--- src/rtl/wq_pkg.sv ---
`timescale 1ns/1ps
package wq_pkg;

  // Counter width able to hold the value n
  function automatic int cnt_width(input int n);
    return (n < 2) ? 1 : $clog2(n + 1);
  endfunction

  // Rising edges from the first strobe release to the output pulse:
  // two synchroniser stages, MIN_PULSE filter cycles, one output register.
  function automatic int qual_latency(input int min_pulse);
    return min_pulse + 3;
  endfunction

  typedef struct packed {
    logic ce;
    logic we;
    logic oe;
  } pin_lvl_t;

endpackage

--- src/rtl/wq_pin_filter.sv ---
`timescale 1ns/1ps
module wq_pin_filter #(
  parameter int MIN_PULSE = 3,
  parameter bit FILTER    = 1'b1
) (
  input  logic clk,
  input  logic rst_n,
  input  logic pin_n,
  output logic level_o
);
  localparam int CW = wq_pkg::cnt_width(MIN_PULSE);

  logic [1:0] sync_q;

  always_ff @(posedge clk or negedge rst_n) begin
    if (!rst_n) sync_q <= 2'b11;
    else        sync_q <= {sync_q[0], pin_n};
  end

  generate
    if (FILTER) begin : g_filt
      logic          filt_q;
      logic [CW-1:0] run_q;

      always_ff @(posedge clk or negedge rst_n) begin
        if (!rst_n) begin
          filt_q <= 1'b1;
          run_q  <= '0;
        end else if (sync_q[1] != filt_q) begin
          if (run_q == CW'(MIN_PULSE - 1)) begin
            filt_q <= sync_q[1];
            run_q  <= '0;
          end else begin
            run_q <= run_q + 1'b1;
          end
        end else begin
          run_q <= '0;
        end
      end
      assign level_o = filt_q;
    end else begin : g_plain
      assign level_o = sync_q[1];
    end
  endgenerate
endmodule

--- src/rtl/wq_por_timer.sv ---
`timescale 1ns/1ps
module wq_por_timer #(
  parameter int POR_CYCLES = 1250000
) (
  input  logic clk,
  input  logic rst_n,
  input  logic supply_ok,
  output logic done_o
);
  localparam int CW = wq_pkg::cnt_width(POR_CYCLES);

  generate
    if (POR_CYCLES == 0) begin : g_none
      assign done_o = 1'b1;
    end else begin : g_cnt
      logic [CW-1:0] cnt_q;
      always_ff @(posedge clk or negedge rst_n) begin
        if (!rst_n)                         cnt_q <= '0;
        else if (!supply_ok)                cnt_q <= '0;
        else if (cnt_q != CW'(POR_CYCLES))  cnt_q <= cnt_q + 1'b1;
      end
      assign done_o = (cnt_q == CW'(POR_CYCLES));
    end
  endgenerate
endmodule

--- src/rtl/wq_cycle_ctl.sv ---
`timescale 1ns/1ps
module wq_cycle_ctl #(
  parameter int AW = 19,
  parameter int DW = 16
) (
  input  logic          clk,
  input  logic          rst_n,
  input  wq_pkg::pin_lvl_t lvl,
  input  logic          enable,
  input  logic [AW-1:0] addr_in,
  input  logic [DW-1:0] data_in,
  output logic          rise_evt,
  output logic          fall_evt,
  output logic          wr_strobe,
  output logic [AW-1:0] wr_addr,
  output logic [DW-1:0] wr_data
);
  logic          active, act_q, qual_q, ok_now;
  logic [AW-1:0] cap_addr_q;

  assign active   = !lvl.ce && !lvl.we;
  assign ok_now   = lvl.oe && enable;
  assign rise_evt = active && !act_q;
  assign fall_evt = !active && act_q;

  always_ff @(posedge clk or negedge rst_n) begin
    if (!rst_n) begin
      act_q      <= 1'b0;
      qual_q     <= 1'b0;
      cap_addr_q <= '0;
      wr_strobe  <= 1'b0;
      wr_addr    <= '0;
      wr_data    <= '0;
    end else begin
      act_q     <= active;
      wr_strobe <= 1'b0;
      if (rise_evt) begin
        cap_addr_q <= addr_in;
        qual_q     <= ok_now;
      end else if (active) begin
        qual_q <= qual_q && ok_now;
      end
      if (fall_evt && qual_q && ok_now) begin
        wr_strobe <= 1'b1;
        wr_addr   <= cap_addr_q;
        wr_data   <= data_in;
      end
    end
  end
endmodule

--- src/rtl/flash_wr_qual.sv ---
`timescale 1ns/1ps
module flash_wr_qual #(
  parameter int AW         = 19,
  parameter int DW         = 16,
  parameter int MIN_PULSE  = 3,
  parameter int POR_CYCLES = 1250000
) (
  input  logic          clk,
  input  logic          rst_n,
  input  logic          ce_n,
  input  logic          we_n,
  input  logic          oe_n,
  input  logic [AW-1:0] addr_in,
  input  logic [DW-1:0] data_in,
  input  logic          supply_ok,
  output logic          wr_strobe,
  output logic [AW-1:0] wr_addr,
  output logic [DW-1:0] wr_data
);
  localparam int NPIN = 3;

  logic [NPIN-1:0]   raw_pins;
  logic [NPIN-1:0]   lvl_pins;
  wq_pkg::pin_lvl_t  lvl;
  logic              por_done;
  logic              enable;
  logic              rise_evt;
  logic              fall_evt;

  // index 0: ce, 1: we (filtered), 2: oe (synchronised only)
  assign raw_pins = {oe_n, we_n, ce_n};

  genvar gi;
  generate
    for (gi = 0; gi < NPIN; gi++) begin : g_pin
      wq_pin_filter #(
        .MIN_PULSE (MIN_PULSE),
        .FILTER    (gi < 2)
      ) u_pin (
        .clk     (clk),
        .rst_n   (rst_n),
        .pin_n   (raw_pins[gi]),
        .level_o (lvl_pins[gi])
      );
    end
  endgenerate

  assign lvl.ce = lvl_pins[0];
  assign lvl.we = lvl_pins[1];
  assign lvl.oe = lvl_pins[2];

  wq_por_timer #(.POR_CYCLES(POR_CYCLES)) u_por (
    .clk       (clk),
    .rst_n     (rst_n),
    .supply_ok (supply_ok),
    .done_o    (por_done)
  );

  assign enable = supply_ok && por_done;

  wq_cycle_ctl #(.AW(AW), .DW(DW)) u_ctl (
    .clk       (clk),
    .rst_n     (rst_n),
    .lvl       (lvl),
    .enable    (enable),
    .addr_in   (addr_in),
    .data_in   (data_in),
    .rise_evt  (rise_evt),
    .fall_evt  (fall_evt),
    .wr_strobe (wr_strobe),
    .wr_addr   (wr_addr),
    .wr_data   (wr_data)
  );
endmodule

--- config.mk ---
export PLATFORM = sky130hd
export DESIGN_NAME = flash_wr_qual
export DESIGN_NICKNAME = d
export VERILOG_FILES = /design/src/rtl/wq_pkg.sv /design/src/rtl/wq_pin_filter.sv /design/src/rtl/wq_por_timer.sv /design/src/rtl/wq_cycle_ctl.sv /design/src/rtl/flash_wr_qual.sv
export SDC_FILE = /design/constraint.sdc
export NUM_CORES = 1
export LEC_CHECK = 0
export BUFFER_PORTS_ARGS = -buffer_cell sky130_fd_sc_hd__buf_2
export CAP_MARGIN = 20
export CORE_MARGIN = 2
export CORE_UTILIZATION = 35
export DETAILED_ROUTE_END_ITERATION = 8
export HOLD_SLACK_MARGIN = 0.15
export MAX_ROUTING_LAYER = met4
export PLACE_DENSITY_LB_ADDON = 0.08
export SLEW_MARGIN = 20
export SYNTH_ARGS = -nofsm -noshare
export SYNTH_HDL_FRONTEND = slang
export SYNTH_SLANG_ARGS = --single-unit
--- constraint.sdc ---
create_clock -name clk -period 3.78 [get_ports clk]
set_input_delay 0.756 -clock clk [delete_from_list [all_inputs] [get_ports clk]]
set_output_delay 0.756 -clock clk [all_outputs]
set_load 0.01 [all_outputs]
==> flow_summary_export.csv <==
group,metric,value,unit
routing,drc,0,
setup_path,crit_family,"simple AND/OR/NAND/NOR gates",
setup_path,crit_required,4.02,ns
yosys,syn-num-nets,316,
global_route,grt_pass1_wl,11880,um
sta,setup_violations,0,
place,dp.cells,478,
finish,drive_gt1_share,46.65,%
sta,fmax,0.4539,GHz
sta,hold_viol_final,0,
clock_tree,postCtsSetupBuffers,0,
sta,maxSlewViolCount,0,
finish,fin_cells,494,
setup_path,slowest_delay,0.44,ns
setup_path,crit_buf_inv,2,
worst_hold_path,min_path_type,"flip-flop to flip-flop",
power,p_leak,2.123,nW
run_status,status,"complete, no violations",
global_route,grt_pass1_vias,2463,
floorplan,num_rows,37,
yosys,synth_area_leaders,"dfrtp_1, mux2_2, dfstp_2, xnor2_1, a21oi_1",
global_route,grt_max_degree,44,
clock_tree,cts_buffers,9,
sta,tightest_slew,0.6957,ns
floorplan,initial_utilization,35.98,%
clock_tree,clockBufferDepth,2,
place,place.gp.congestion,0.7240,
setup_path,path_max_fanout,35,
routing,routed_wl,7087,um
clock_tree,clockRootBuffer,"clkbuf_8",
setup_path,path_cells,"inv_1 -> ha_1 -> and4bb_2 -> nand3_1 -> nor3_4 -> buf_4 -> mux2_2",
sta,min_period,2.203,ns
finish,fin_nets,396,
floorplan,io_pins,77,
sta,fin_setup_tns,0,ns
clock_tree,ctsHoldBuffers,0,
sta,finalCritPeriodShare,58.29,%
finish,num-fill-cells,1035,
finish,insertedDiodeCount,0,
setup_path,worstSetupEndpointType,"flip-flop",
setup_path,start_kind,"flip-flop",
setup_path,cp_slowest_cell,"dfrtp_1",
floorplan,core-area,10280,um2
finish,area.growth.synth_to_final,19.29,%
yosys,synth_top_area_share,55.50,%
yosys,yosys.area.top_type,"dfrtp_1",
finish,fin_util,42.91,%
yosys,async_flop_share,100.0,%
finish,stdcell_area,4410,um2
clock_tree,clkSinkCount,90,
yosys,synth_seq_cells,90,
clock_tree,worst_skew_pair.late_latency,0.36,ns
yosys,synth_area_per_cell,13.54,um2
yosys,synth_ff_type,"dfrtp_1",
power,p_per_area,497.9,nW/um2
sta,slew_headroom,53.57,%
setup_path,path_class,"flip-flop to flip-flop",
global_route,antenna_found_initial,0,
yosys,synthesis.area,3697,um2
routing,via_per_inst,4.848,
routing,ant_nets,0,
yosys,yosysSeqAreaShare,61.18,%
floorplan,die_y,106.8,um
yosys,postSynthCellCount,273,
routing,wire_per_inst,14.35,um
global_route,grt_use_total,13.63,%
sta,fin_skew,0.01248,ns
yosys,synth_edf_count,0,
global_route,overflow,0,
clock_tree,cts_htree_levels,3,
routing,num_vias,2395,
yosys,synth_warnings,0,
sta,rsz0062_at_grt,"no",
setup_path,cp.arrival,2.44,ns
power,ir_drop,0.2130,mV
place,hpwl,4749,um
floorplan,die-area,11400,um2
floorplan,die_w,106.8,um
routing,dr.pass1.iters,4,
job,cap_violations,0,
yosys,synth.distinct_cells,36,
setup_path,r2r_slack,1.58,ns
place,io_buffers,76,
clock_tree,clkTransAtPathRegs,0.09,ns
clock_tree,cts_resized,0,
routing,dr.first_iter.drc_count,108,
place,place_area,4217,um2
clock_tree,cts_tree,"built",
-- area by class of cell --
class,count,area [um2],area share [%]
Inverter,6,22.52,0.5106
Clock buffer,11,131.4,2.979
Clock inverter,5,62.56,1.418
Multi-Input combinational cell,166,1349,30.58
Timing Repair Buffer,80,412.9,9.362
Sequential cell,90,2262,51.29
Tap cell,136,170.2,3.858
-- state kept, by name (all words and copies together) (netlist names) --
name,flops
g_pin.u_pin.g_filt.run_q,4
g_pin.u_pin.level_o,2
g_pin.u_pin.sync_q,6
u_ctl.act_q,1
u_ctl.cap_addr_q,19
u_ctl.qual_q,1
u_ctl.wr_addr,19
u_ctl.wr_data,16
u_ctl.wr_strobe,1
u_por.g_cnt.cnt_q,21
-- synthesized netlist by cell type (3+ instances only) --
library cell,count
buf_6,3
nor2_1,14
clkbuf_1,6
nor3_1,5
nand2_1,7
dfstp_2,8
xor2_1,5
o31ai_1,4
mux2_2,56
dfrtp_1,82
or4_1,4
nand4_1,8
and3_1,4
nand3_1,10
o21ai_0,6
inv_1,6
xnor2_1,7
or3_1,4
a21oi_1,11
-- kinds of logic (layout without fill, tap and decap cells) --
| family | count (synthesis) | after routing | synth area share (%) |
|---|---|---|---|
| compound gates | 22 | 22 | 3.350 |
| mux | 56 | 56 | 17.06 |
| flops | 90 | 90 | 61.18 |
| buf+inv | 17 | 102 | 2.470 |
| simple gates | 74 | 74 | 12.42 |
| fa+ha+maj | 2 | 2 | 0.6767 |
| xor+xnor | 12 | 12 | 2.843 |
-- worst paths after layout --
kind | depth (start not counted) | start | end
setup / recovery | 7 | u_por.g_cnt.cnt_q[0] | u_ctl.wr_data[9]
hold / removal | 0 | g_pin[1].u_pin.sync_q[0] | g_pin[1].u_pin.sync_q[1]
setup reg to reg | 7 | u_por.g_cnt.cnt_q[0] | u_ctl.wr_data[9]
hold reg to reg | 0 | g_pin[1].u_pin.sync_q[0] | g_pin[1].u_pin.sync_q[1]
max in group asynchronous | 2 | rst_n | u_por.g_cnt.cnt_q[18]
min in group asynchronous | 1 | rst_n | u_por.g_cnt.cnt_q[3]
-- power by group --
part	internal (mW)	switching, mW	leakage [nW]
Clock	0.310	0.347	0.0901
Combinational	0.198	0.134	0.856
Sequential	1.12	0.0825	1.18
-- layer usage --
metal	up-vias	track usage (%)	routed length, um
li1	1130	-	-
met1	1200	17.91	3302
met2	51	20.06	3284
met3	14	3.222	345
met4	0	6.308	154
met5	-	-	0
-- through the flow --
step	setup slack, ns	power (mW)	hold WS, ns
6_report	1.577	2.196	0.3598
5_1_grt	1.413	2.321	0.3636
4_1_cts	1.554	2.230	0.3607
3_5_place_dp	1.428	1.568	0.3469
3_3_place_gp	1.452	1.551	0.3457
2_1_floorplan	1.742	1.455	0.3452
-- cell usage in the layout, fill, tap and decap left out, types with 6 or more instances in the layout --
master,n
dfrtp_1,82
o21ai_0,6
nand3_1,10
nor2_1,14
mux2_2,56
nand4_1,8
inv_1,6
nand2_1,7
a21oi_1,11
dfstp_2,8
buf_2,75
clkbuf_8,9
xnor2_1,7
Power figures use the tool's default switching activity.
